[config.mk]
export PLATFORM = sky130hd
export DESIGN_NAME = ext_irq_sense
export DESIGN_NICKNAME = d
export VERILOG_FILES = /design/src/rtl/ext_irq_pkg.sv /design/src/rtl/ext_irq_sync.sv /design/src/rtl/ext_irq_pin_det.sv /design/src/rtl/ext_irq_port_low.sv /design/src/rtl/ext_irq_sense.sv
export SDC_FILE = /design/constraint.sdc
export NUM_CORES = 1
export LEC_CHECK = 0
export ABC_CLOCK_PERIOD_IN_PS = 1200
export BUFFER_PORTS_ARGS = -buffer_cell sky130_fd_sc_hd__buf_2
export CAP_MARGIN = 5
export CORE_MARGIN = 2
export CORE_UTILIZATION = 40
export CTS_BUF_LIST = sky130_fd_sc_hd__clkbuf_2
export CTS_CLUSTER_DIAMETER = 40
export CTS_CLUSTER_SIZE = 40
export DETAILED_ROUTE_END_ITERATION = 10
export PLACE_DENSITY = 0.62
export RECOVER_POWER = 50
export SYNTH_ARGS = -nofsm -noshare
export SYNTH_HDL_FRONTEND = slang
export SYNTH_SLANG_ARGS = --single-unit
[constraint.sdc]
create_clock -name clk -period 1.2 [get_ports clk]
set_input_delay 0.18 -clock clk [delete_from_list [all_inputs] [get_ports clk]]
set_output_delay 0.18 -clock clk [all_outputs]
set_load 0.005 [all_outputs]
[src/rtl/ext_irq_pkg.sv]
package ext_irq_pkg;
  typedef enum logic [1:0] {
    SENSE_LOW  = 2'b00,
    SENSE_ANY  = 2'b01,
    SENSE_FALL = 2'b10,
    SENSE_RISE = 2'b11
  } sense_e;
endpackage

[src/rtl/ext_irq_sync.sv]
module ext_irq_sync #(
  parameter int WIDTH  = 1,
  parameter int STAGES = 2,
  parameter logic RST_VAL = 1'b1
) (
  input  logic             clk,
  input  logic             rst,
  input  logic [WIDTH-1:0] d_i,
  output logic [WIDTH-1:0] q_o
);
  logic [WIDTH-1:0] stage_q [STAGES];

  always_ff @(posedge clk) begin
    if (rst) begin
      for (int s = 0; s < STAGES; s++) stage_q[s] <= {WIDTH{RST_VAL}};
    end else begin
      stage_q[0] <= d_i;
      for (int s = 1; s < STAGES; s++) stage_q[s] <= stage_q[s-1];
    end
  end

  assign q_o = stage_q[STAGES-1];
endmodule

[src/rtl/ext_irq_pin_det.sv]
module ext_irq_pin_det
  import ext_irq_pkg::*;
(
  input  logic       clk,
  input  logic       rst,
  input  logic       s_i,
  input  logic [1:0] sense_i,
  input  logic       en_i,
  input  logic       gie_i,
  input  logic       ack_i,
  input  logic       clr_i,
  output logic       flag_o,
  output logic       irq_o
);
  logic prev_q, flag_q, irq_q;
  logic evt, flag_d, low_hold;

  always_comb begin
    unique case (sense_e'(sense_i))
      SENSE_LOW:  evt = ~s_i & prev_q;
      SENSE_ANY:  evt = s_i ^ prev_q;
      SENSE_FALL: evt = ~s_i & prev_q;
      default:    evt = s_i & ~prev_q;
    endcase
    low_hold = (sense_e'(sense_i) == SENSE_LOW) & ~s_i;
    if (evt)                flag_d = 1'b1;
    else if (ack_i | clr_i) flag_d = 1'b0;
    else                    flag_d = flag_q;
  end

  always_ff @(posedge clk) begin
    if (rst) begin
      prev_q <= 1'b1;
      flag_q <= 1'b0;
      irq_q  <= 1'b0;
    end else begin
      prev_q <= s_i;
      flag_q <= flag_d;
      irq_q  <= en_i & gie_i & (flag_d | low_hold);
    end
  end

  assign flag_o = flag_q;
  assign irq_o  = irq_q;

  AST_FLAG_HAS_CAUSE: assert property (@(posedge clk) disable iff (rst)
    $rose(flag_q) |-> ($past(s_i) != $past(prev_q)));
  AST_IRQ_GATED: assert property (@(posedge clk) disable iff (rst)
    irq_q |-> $past(en_i & gie_i));
  AST_ACK_CLEARS: assert property (@(posedge clk) disable iff (rst)
    (ack_i && s_i == prev_q) |=> !flag_q);
  AST_W1C_CLEARS: assert property (@(posedge clk) disable iff (rst)
    (clr_i && s_i == prev_q) |=> !flag_q);
  AST_FLAG_HOLDS: assert property (@(posedge clk) disable iff (rst)
    (flag_q && !ack_i && !clr_i) |=> flag_q);
  AST_LOW_HOLD: assert property (@(posedge clk) disable iff (rst)
    (en_i && gie_i && sense_i == 2'b00 && !s_i) |=> irq_q);
  AST_EVENT_WINS: assert property (@(posedge clk) disable iff (rst)
    ((s_i ^ prev_q) && sense_i == 2'b01) |=> flag_q);
endmodule

[src/rtl/ext_irq_port_low.sv]
module ext_irq_port_low #(
  parameter int PORT_W = 8
) (
  input  logic              clk,
  input  logic              rst,
  input  logic [PORT_W-1:0] port_s_i,
  input  logic              en_i,
  input  logic              gie_i,
  output logic              irq_o
);
  logic irq_q;

  always_ff @(posedge clk) begin
    if (rst) irq_q <= 1'b0;
    else     irq_q <= en_i & gie_i & ~(&port_s_i);
  end

  assign irq_o = irq_q;

  AST_PORT_GATED: assert property (@(posedge clk) disable iff (rst)
    irq_q |-> $past(en_i && gie_i));
  AST_PORT_LOW_FIRES: assert property (@(posedge clk) disable iff (rst)
    (en_i && gie_i && !(&port_s_i)) |=> irq_q);
endmodule

[src/rtl/ext_irq_sense.sv]
module ext_irq_sense
  import ext_irq_pkg::*;
#(
  parameter int NUM_PINS    = 2,
  parameter int PORT_W      = 8,
  parameter int SYNC_STAGES = 2
) (
  input  logic                  clk,
  input  logic                  rst,
  input  logic [NUM_PINS-1:0]   pin_i,
  input  logic [PORT_W-1:0]     port_i,
  input  logic                  gie_i,
  input  logic [NUM_PINS-1:0]   ack_i,
  input  logic                  cfg_we_i,
  input  logic [2*NUM_PINS-1:0] cfg_sense_i,
  input  logic [NUM_PINS-1:0]   cfg_pin_en_i,
  input  logic                  cfg_port_en_i,
  input  logic                  flag_we_i,
  input  logic [NUM_PINS-1:0]   flag_wdata_i,
  output logic [NUM_PINS-1:0]   flag_o,
  output logic [NUM_PINS-1:0]   irq_o,
  output logic                  port_irq_o
);
  localparam int SENSE_W = 2 * NUM_PINS;

  logic [SENSE_W-1:0]  sense_q;
  logic [NUM_PINS-1:0] pin_en_q;
  logic                port_en_q;
  logic [NUM_PINS-1:0] pin_s;
  logic [PORT_W-1:0]   port_s;

  always_ff @(posedge clk) begin
    if (rst) begin
      sense_q   <= '0;
      pin_en_q  <= '0;
      port_en_q <= 1'b0;
    end else if (cfg_we_i) begin
      sense_q   <= cfg_sense_i;
      pin_en_q  <= cfg_pin_en_i;
      port_en_q <= cfg_port_en_i;
    end
  end

  AST_CFG_STABLE: assert property (@(posedge clk) disable iff (rst)
    !cfg_we_i |=> $stable(pin_en_q) && $stable(sense_q));

  ext_irq_sync #(.WIDTH(NUM_PINS), .STAGES(SYNC_STAGES), .RST_VAL(1'b1)) u_pin_sync (
    .clk(clk), .rst(rst), .d_i(pin_i), .q_o(pin_s)
  );

  ext_irq_sync #(.WIDTH(PORT_W), .STAGES(SYNC_STAGES), .RST_VAL(1'b1)) u_port_sync (
    .clk(clk), .rst(rst), .d_i(port_i), .q_o(port_s)
  );

  for (genvar i = 0; i < NUM_PINS; i++) begin : g_pin
    ext_irq_pin_det u_det (
      .clk    (clk),
      .rst    (rst),
      .s_i    (pin_s[i]),
      .sense_i(sense_q[2*i +: 2]),
      .en_i   (pin_en_q[i]),
      .gie_i  (gie_i),
      .ack_i  (ack_i[i]),
      .clr_i  (flag_we_i & flag_wdata_i[i]),
      .flag_o (flag_o[i]),
      .irq_o  (irq_o[i])
    );
  end

  ext_irq_port_low #(.PORT_W(PORT_W)) u_port_low (
    .clk(clk), .rst(rst), .port_s_i(port_s), .en_i(port_en_q),
    .gie_i(gie_i), .irq_o(port_irq_o)
  );
endmodule

==> results of run 1 <==
cell type report:
class	count	area, sq um	share of cell area
clock buffers	6	30.0	0.0196
clock inverters	2	8.76	0.00573
inverters	6	22.5	0.0147
multi-input cells	65	490	0.321
flip-flops and latches	34	688	0.450
well taps	31	38.8	0.0254
repair buffers	40	250	0.164
path summary, 6_finish.rpt:
check	startpoint	end
setup / recovery	g_pin[0].u_det.prev_q$_SDFF_PP1_	g_pin[0].u_det.irq_o$_SDFF_PP0_
hold / removal	cfg_sense_i[1]	sense_q[1]$_SDFFE_PP0P_
setup reg to reg	g_pin[0].u_det.prev_q$_SDFF_PP1_	g_pin[0].u_det.irq_o$_SDFF_PP0_
hold reg to reg	u_pin_sync.stage_q[0][1]$_SDFF_PP1_	u_pin_sync.stage_q[0][3]$_SDFF_PP1_
kinds of logic after synthesis:
kind of cell,count (synthesis)
AOI/OAI and AO/OA,11
buffers and inverters,14
adders and majority gates,4
muxes,7
DFF,34
and+or+nand+nor,43
cells in the mapped netlist:
master	instances	area, sq um
buf_4	4	30.0
o21ba_2	1	10.0
nand3b_1	1	7.51
nor2b_1	2	12.5
nor2_1	9	33.8
mux2i_1	7	70.1
o311a_1	1	10.0
o31ai_1	1	7.51
a211oi_1	2	15.0
nand2_1	3	11.3
o211a_1	1	10.0
clkbuf_1	2	7.51
a21oi_1	3	15.0
nor2_2	1	6.26
dfxtp_1	34	681
or2_0	1	6.26
a31oi_1	1	6.26
ha_1	4	50.1
o32ai_1	1	8.76
buf_2	2	10.0
or2_2	23	144
and2_1	1	6.26
nand4_1	2	12.5
inv_1	6	22.5
tightest hold or removal path, cell delays in order:
cell	delay, ns
buf_2	0.07
mux2i_1	0.05
nor2_1	0.07
state kept, by name, indices dropped and copies added (netlist names):
signal               count
u_port_sync.stage_q     16
sense_q                  4
port_en_q                1
g_pin.u_det.irq_o        2
u_port_low.irq_o         1
u_pin_sync.stage_q       4
g_pin.u_det.flag_o       2
pin_en_q                 2
g_pin.u_det.prev_q       2
layer usage:
layer,global-route usage,routed length [microns]
met5,0,0
met4,0.0682,21
met3,0.0527,129
met2,0.189,961
met1,0.115,800
layout by cell type (no fill, tap or decap), types with 3 or more instances in the layout:
cell type / instances
buf_2: 30
clkbuf_2: 6
dfxtp_1: 30
dfxtp_2: 3
dlygate4sd3_1: 10
inv_1: 5
mux2i_1: 7
nand2_1: 3
nor2_1: 8
or2_2: 22
report_power, final:
part           total (mW)  leakage (nW)  switching (mW)  internal (mW)
Clock               0.486        0.0304           0.342          0.144
Combinational       0.197         0.404          0.0770          0.120
Sequential           1.21         0.280          0.0237           1.18
Total                1.89         0.714           0.443           1.45
what timing repair did:
| item | 4_1_cts | 5_1_grt |
|---|---|---|
| gates resized for setup | 4 | 11 |
| hold buffers | 10 | 0 |
| endpoints found under the setup margin | 3 | 4 |
| pin swaps | 2 | 9 |
| hold endpoints to repair | 10 | 0 |
stage by stage:
| step | cell area, sq um | hold slack, ns | setup slack [ns] | std cells |
|---|---|---|---|---|
| after detailed placement | 1340 | 0.364 | -0.0276 | 166 |
| final | 1530 | 0.0610 | 0.00743 | 184 |
| after floorplan | 1190 | 0.284 | 0.0434 | 113 |
| after global routing | 1530 | 0.0347 | -0.0540 | 184 |
| after CTS | 1480 | 0.0350 | -0.0108 | 184 |
| after global placement | 1340 | 0.362 | 0.00461 | 166 |
==> summary.md, run 1 <==
| Metric | Value |
|---|---|
| Buffers & Inverters on Critical Path | 1 |
| Initial Utilization | 0.426 |
| Largest net degree at the start of global routing | 33 |
| Post-route clock period utilization | 0.994 |
| First-pass GRT wire length | ~2800 microns |
| Worst-skew pair later-pin latency | between 0.3 and 0.4 ns |
| P per Cell Area | 1240 nW/um^2 |
| Total negative slack | 0 ns |
| Clock Path Buffers | 2 |
| CTS tree | yes |
| Tmin final | between 1 and 1.5 ns |
| Root Buffer | clkbuf_2 |
| Vias | ~840 |
| # diodes | 0 |
| Final Hold Fails | 0 |
| Fmax | between 800 and 900 MHz |
| Chip Width | a little under 60 microns |
| Data arrival, critical path | about 1.4 ns |
| Synth Area in Adders | 0.0419 |
| Buffers on Ports | 30 |
| DRC viols | 4 |
| Least-Margin Pin Slew | ~0.44 ns |
| Main combinational cell family by area after synthesis | simple AND/OR/NAND/NOR gates |
| DP HPWL | approximately 1200 microns |
| Htree depth | 2 |
| Status | complete, but fails checks |
| Slew Limit Fails | 0 |
| P_leak | 0.714 nW |
| Die Footprint | 3440 sq um |
| Syn_nets | around 140 |
| Initial antenna violation count | 0 |
| DRT iter0 DRCs | 25 |
| P&R area growth vs syn | 28.1% |
| Vias in the first global route | about 690 |
| Die H | slightly below 60 microns |
| # rows | 19 |
| DR WL/cell | a little over 10 microns |
| Number of vias per cell | 4.56 |
| RSZ-0062 raised after global routing | true |
| WHS Path Cells | 3 |
| Tot Pwr | about 1.9 mW |
| Worst rel slew slack | 0.704 |
| Crit-path max cell delay | approximately 0.36 ns |
| Failing checks | DRC |
| Critical path required time | 1.44 ns |
| Crit Path Max Fanout | 2 |
| Clock-pin slew on the worst setup and hold paths | approximately 0.16 ns |
| Fill cells | 267 |
| Gp weighted congestion | ~0.78 |
| Core box area | 2810 sq um |
| Total congestion overflow | 0 |
| Worst Skew | 0.00174 ns |
| Mux cell area share after synthesis | 0.0587 |
| Mapped Avg Cell Area | about 11 sq um |
| Critical Path End Type | flop |
| Post-Synth XOR/XNOR Area | 0 |
| Crit path kind | reg2reg |
| Share of cells above drive strength 1 | 0.484 |
| DRT Wirelength | 1910 microns |
| CP top delay family | flip-flops |
| Post-Synth Simple-Gate Area | 0.201 |
| Cts bufs inserted | 5 |
| CTS Sinks | 34 |
| Endpoints failing setup | 0 |
| Yosys cell types | 24 |
| Seq/Total Area, Yosys | 0.570 |
| Post-Syn Instances | 113 |
| Final core utilization | 0.545 |
| R2R setup slack | 0.007 ns |
| Max-Cap Viols | 0 |
| CP max-delay cell | dfxtp_2 |
| Worst Reg-to-Reg Cells | 5 |
| Peak VDD IR | about 0.0008 V |
| # IOs | 31 |
| All-layer global routing usage | 0.113 |
| Compound-cell area share of the yosys netlist | 0.0692 |
| Critical path depth | 5 |
| Crit path cell chain | inv_1 -> ha_1 -> nor2_2 -> o32ai_2 -> a21oi_1 |
| Drt pass-1 iters | 6 |
| Final antenna-violating net count | 0 |
| Total Nets Final | between 150 and 200 |
| Post-CTS Setup Bufs | 0 |
| Startpoint Class | flop |
| Cell area after synthesis | between 1000 and 1500 sq um |
| Hold WC Path Type | in2reg |
| Yosys warns | 0 |
| #FFs+latches synth | 34 |
(Power assumes the default switching activity.)
==> run 2: changes to the inputs <==
--- a/config.mk
+++ b/config.mk
@@ -14,6 +14,7 @@
 export CTS_CLUSTER_DIAMETER = 40
 export CTS_CLUSTER_SIZE = 40
 export DETAILED_ROUTE_END_ITERATION = 10
+export MAX_ROUTING_LAYER = met4
 export PLACE_DENSITY = 0.62
 export RECOVER_POWER = 50
 export SYNTH_ARGS = -nofsm -noshare
==> run 2 against run 1 <==
- the flow still finishes with violations (DRC)
- via count is 0.48% higher
- core utilization stayed put
- global-route usage is 0.20 points higher
- critical path type unchanged
- critical endpoint unchanged
==> summary.md, run 2 (synthesis results as in run 1) <==
| Metric | Value |
|---|---|
| Status | complete, but fails checks |
| Failing checks | DRC |
| DRC viols | 4 |
| P&R area growth vs syn | 28.1% |
| Net Switching | ~0.44 mW |
| Setup ws final | roughly 0.0075 ns |
| # rows | 19 |
| Leading cell types in the layout, fill and taps excluded | dfxtp_1, buf_2, or2_2 |
| Total Nets Final | between 150 and 200 |
| Biggest register | u_port_sync.stage_q |
| RSZ-0062 raised after global routing | true |
| Internal Power | between 1 and 1.5 mW |
| Critical path required time | about 1.5 ns |
| Switch share | 0.235 |
| Place WS | -0.0276 ns |
| CTS Sinks | 34 |
| Post-route clock period utilization | 0.994 |
| Number of vias per cell | roughly 4.6 |
| Fmax | 839 MHz |
| Placed cells | 166 |
| Die H | between 50 and 60 microns |
| Gp weighted congestion | between 0.7 and 0.8 |
| Hold WC Path Type | in2reg |
| Max reg flops | 16 |
| Buffers on Ports | 30 |
| Data arrival, critical path | about 1.4 ns |
| Clock network fraction of total power | 0.258 |
| Worst Skew | 0.00199 ns |
| P per Cell Area | 1240 nW/um^2 |
| Crit path kind | reg2reg |
| Clock Path Buffers | 2 |
| Clock-pin slew on the worst setup and hold paths | between 0.15 and 0.2 ns |
| Crit Path Max Fanout | 2 |
| Cts bufs inserted | 5 |
| Endpoints failing setup | 0 |
| CTS tree | yes |
| Fin cells | about 180 |
| WHS Path Cells | 3 |
| Chip Width | slightly below 60 microns |
| P_leak | around 0.71 nW |
| Htree depth | 2 |
| Total congestion overflow | 0 |
| Worst rel slew slack | 0.703 |
| Initial Utilization | 0.426 |
| Final Hold Fails | 0 |
| First-pass GRT wire length | about 2700 microns |
| # IOs | 31 |
| Tot Pwr | approximately 1.9 mW |
| # diodes | 0 |
| Critical Path End Type | flop |
| Tmin final | around 1.2 ns |
| Final antenna-violating net count | 0 |
| Register share of total power | 0.638 |
| DRT Wirelength | 1910 microns |
| DP HPWL | approximately 1200 microns |
| All-layer global routing usage | 0.115 |
| Least-Margin Pin Slew | around 0.45 ns |
| Startpoint Class | flop |
| Share of cells above drive strength 1 | 0.484 |
| DR WL/cell | 10.4 microns |
| Core box area | around 2800 sq um |
| DRT iter0 DRCs | 23 |
| Largest net degree at the start of global routing | 33 |
| Top Registers | u_port_sync.stage_q x16, sense_q x4, u_pin_sync.stage_q x4 |
| Max-Cap Viols | 0 |
| Slew Limit Fails | 0 |
| Initial antenna violation count | 0 |
| Worst-skew pair later-pin latency | between 0.3 and 0.4 ns |
| Vias | 843 |
| Vias in the first global route | a little under 700 |
| Peak VDD IR | 0.000798 V |
| Drt pass-1 iters | 6 |
| Final core utilization | 0.545 |
| Worst Reg-to-Reg Cells | 5 |
| Share of total power in combinational logic | 0.104 |
| Root Buffer | clkbuf_2 |
| Die Footprint | 3440 sq um |
## run 2: layout make-up
type / instances / area (sq um)
clock inverters: 2 / 8.76
flip-flops and latches: 34 / 688
repair buffers: 40 / 250
clock buffers: 6 / 30.0
well taps: 31 / 38.8
inverters: 6 / 22.5
fillers: 267 / 1280
multi-input cells: 65 / 490
## run 2: critical path, cell delays in order, from the launching register on
cell and delay, ns:
dfxtp_2 0.36, inv_1 0.04, ha_1 0.28, nor2_2 0.06
o32ai_2 0.26, a21oi_1 0.10
## run 2: path summary, 6_finish.rpt
path | start | slack, ns | to
worst min-delay path | cfg_sense_i[1] | 0.06 | sense_q[1]$_SDFFE_PP0P_
worst max-delay path | g_pin[0].u_det.prev_q$_SDFF_PP1_ | 0.008 | g_pin[0].u_det.irq_o$_SDFF_PP0_
worst max register to register | g_pin[0].u_det.prev_q$_SDFF_PP1_ | 0.008 | g_pin[0].u_det.irq_o$_SDFF_PP0_
worst min register to register | u_pin_sync.stage_q[0][1]$_SDFF_PP1_ | 0.43 | u_pin_sync.stage_q[0][3]$_SDFF_PP1_
## run 2: power by group through the flow
stage	sequential, mW	clock, mW	combinational [mW]
final	1.21	0.488	0.197
after global routing	1.21	0.558	0.220
after CTS	1.21	0.515	0.182
after detailed placement	1.23	0	0.158
after global placement	1.23	0	0.153
after floorplan	1.22	0	0.107
## run 2: through the flow
stage	hold WS, ns	setup TNS, ns	area [sq um]
2_1_floorplan	0.284	0	1190
3_3_place_gp	0.362	0	1340
4_1_cts	0.0350	-0.0165	1480
6_report	0.0579	0	1530
5_1_grt	0.0421	-0.128	1530
3_5_place_dp	0.364	-0.0370	1340
## run 2: timing repair
| action | CTS | global route |
|---|---|---|
| pin swaps | 2 | 9 |
| gates cloned | 0 | 0 |
| resized for setup | 4 | 11 |
| setup endpoints to repair | 3 | 4 |
| setup buffers | 0 | 0 |
| hold buffers | 10 | 0 |
| hold endpoints to repair | 10 | 0 |
## run 2: layer usage
layer | vias to the layer above | GRT usage | wire length, microns
met1 | 371 | 0.115 | 797
li1 | 440 | - | -
met3 | 4 | 0.0462 | 124
met4 | 0 | 0.0682 | 40
met5 | - | - | 0
met2 | 28 | 0.189 | 944
==> run 3: changes to the inputs <==
--- a/config.mk
+++ b/config.mk
@@ -15,7 +15,7 @@
 export CTS_CLUSTER_SIZE = 40
 export DETAILED_ROUTE_END_ITERATION = 10
 export MAX_ROUTING_LAYER = met4
-export PLACE_DENSITY = 0.62
+export PLACE_DENSITY = 0.76
 export RECOVER_POWER = 50
 export SYNTH_ARGS = -nofsm -noshare
 export SYNTH_HDL_FRONTEND = slang
==> run 3 against run 2 <==
- the run ends with DRC, setup timing left
- clock power increased by 50%
- final area increased by 4.5%
- combinational power increased by 4%
- die area unchanged
- largest cell class unchanged
- register-to-register slack got worse by 0.02 ns
- fmax decreased by 1.5%
- worst setup slack got worse by 0.018 ns
- critical endpoint is now g_pin[1].u_det.flag_o$_SDFF_PP0_
- first-iteration DRC count increased by 30%
- via count increased by 5.9%
- global-route usage increased by 2.1 points
==> summary.md, run 3 (synthesis results as in run 1) <==
| Metric | Value |
|---|---|
| Status | complete, but fails checks |
| Failing checks | DRC, setup timing |
| Final Cell Area | around 1600 sq um |
| Initial Utilization | 0.426 |
| # rows | 19 |
| Chip Width | 58.6 microns |
| Final antenna-violating net count | 0 |
| # IOs | 31 |
| Vias | about 900 |
| Setup ws final | -0.0108 ns |
| Area taken by multi-input logic gates | around 510 sq um |
| First-pass GRT wire length | ~3200 microns |
| CTS tree | yes |
| Tmin final | approximately 1.2 ns |
| Die H | about 60 microns |
| Register share of total power | 0.563 |
| All-layer global routing usage | 0.137 |
| Net Switching | about 0.49 mW |
| Drt pass-1 iters | 7 |
| Top Registers | u_port_sync.stage_q x16, sense_q x4, u_pin_sync.stage_q x4 |
| Post-route clock period utilization | 1.01 |
| Worst Skew | ~0.017 ns |
| Gp weighted congestion | roughly 0.71 |
| Vias in the first global route | 829 |
| Peak VDD IR | between 0.0007 and 0.0008 V |
| Data arrival, critical path | roughly 1.5 ns |
| DR WL/cell | 10.6 microns |
| Clock-pin slew on the worst setup and hold paths | around 0.18 ns |
| Share of total power in combinational logic | 0.096 |
| P&R area growth vs syn | 33.9% |
| Die Footprint | roughly 3400 sq um |
| Number of vias per cell | about 4.8 |
| Critical Path End Type | flop |
| Cts bufs inserted | 5 |
| Crit Path Max Fanout | 2 |
| Worst-skew pair later-pin latency | about 0.36 ns |
| Hold WC Path Type | in2reg |
| # diodes | 0 |
| Tot Pwr | between 2 and 2.5 mW |
| Slew Limit Fails | 0 |
| Htree depth | 2 |
| Worst rel slew slack | 0.716 |
| Clock Path Buffers | 2 |
| Critical path required time | between 1.5 and 2 ns |
| Crit path kind | reg2reg |
| Share of cells above drive strength 1 | 0.506 |
| Startpoint Class | flop |
| FF/Latch Area | between 600 and 700 sq um |
| Biggest register | u_port_sync.stage_q |
| Core box area | approximately 2800 sq um |
| Total congestion overflow | 0 |
| Switch share | 0.228 |
| DRT iter0 DRCs | 30 |
| Final Hold Fails | 0 |
| RSZ-0062 raised after global routing | true |
| P per Cell Area | ~1300 nW/um^2 |
| Least-Margin Pin Slew | between 0.4 and 0.5 ns |
| Largest net degree at the start of global routing | 33 |
| Fill cells | 249 |
| Endpoints failing setup | 1 |
| CTS Sinks | 34 |
| Initial antenna violation count | 0 |
| Clock network fraction of total power | 0.342 |
| Max-Cap Viols | 0 |
| DP HPWL | 1300 microns |
| P_leak | 0.724 nW |
| Internal Power | between 1.5 and 2 mW |
| Root Buffer | clkbuf_2 |
| Total Nets Final | roughly 180 |
| Max reg flops | 16 |
| DP Area | between 1000 and 1500 sq um |
| DRT Wirelength | 1960 microns |
| Leading cell types in the layout, fill and taps excluded | dfxtp_1, buf_2, or2_2 |
| Fmax | just over 800 MHz |
| Buffers on Ports | 30 |
| WHS | about 0.041 ns |
| DRC viols | 5 |
-- run 3: cell type report --
type	instances	share of cell area
Clock buffer	5	0.0157
Clock inverter	3	0.0282
Inverter	6	0.0141
Multi-Input combinational cell	65	0.322
Sequential cell	34	0.432
Tap cell	31	0.0243
Timing Repair Buffer	41	0.164
-- run 3: final timing paths --
path | start | end | slack [ns] | depth (start not counted)
worst max-delay path | g_pin[1].u_det.prev_q$_SDFF_PP1_ | g_pin[1].u_det.flag_o$_SDFF_PP0_ | -0.01 | 5
worst min-delay path | cfg_sense_i[1] | sense_q[1]$_SDFFE_PP0P_ | 0.04 | 3
worst max register to register | g_pin[1].u_det.prev_q$_SDFF_PP1_ | g_pin[1].u_det.flag_o$_SDFF_PP0_ | -0.01 | 5
worst min register to register | u_pin_sync.stage_q[0][0]$_SDFF_PP1_ | u_pin_sync.stage_q[0][2]$_SDFF_PP1_ | 0.42 | 1
-- run 3: routing by layer --
layer / GRT usage / wire [microns]
met5: - / 0
met4: 0.0682 / 37
met3: 0.0791 / 148
met2: 0.226 / 951
met1: 0.125 / 820
-- run 3: worst max-delay path: stages (launching register included) --
cell and delay (ns):
dfxtp_2 0.37, inv_2 0.04, ha_4 0.20, or2_0 0.21
a31oi_1 0.20, o21ba_2 0.14
-- run 3: repair_timing --
| action | CTS | global route |
|---|---|---|
| resized for setup | 9 | 12 |
| setup buffers | 0 | 1 |
| hold buffers | 10 | 0 |
| pin swaps | 6 | 10 |
| hold endpoints to repair | 10 | 0 |
| endpoints found under the setup margin | 4 | 4 |
-- run 3: power by group through the flow --
stage	registers (mW)	clock network, mW	logic [mW]
after global placement	1.23	0	0.151
after CTS	1.21	0.756	0.192
final	1.21	0.733	0.205
after detailed placement	1.23	0	0.158
after floorplan	1.22	0	0.107
after global routing	1.21	0.819	0.227
-- run 3: through the flow --
| step | setup TNS (ns) | std cells | utilization | setup WS, ns |
|---|---|---|---|---|
| 5_1_grt | -0.107 | 185 | 0.570 | -0.0638 |
| 3_3_place_gp | 0 | 166 | 0.476 | 0.0144 |
| 4_1_cts | -0.0509 | 184 | 0.548 | -0.0260 |
| 6_report | -0.0108 | 185 | 0.570 | -0.0108 |
| 3_5_place_dp | -0.0791 | 166 | 0.476 | -0.0567 |
| 2_1_floorplan | 0 | 113 | - | 0.0434 |
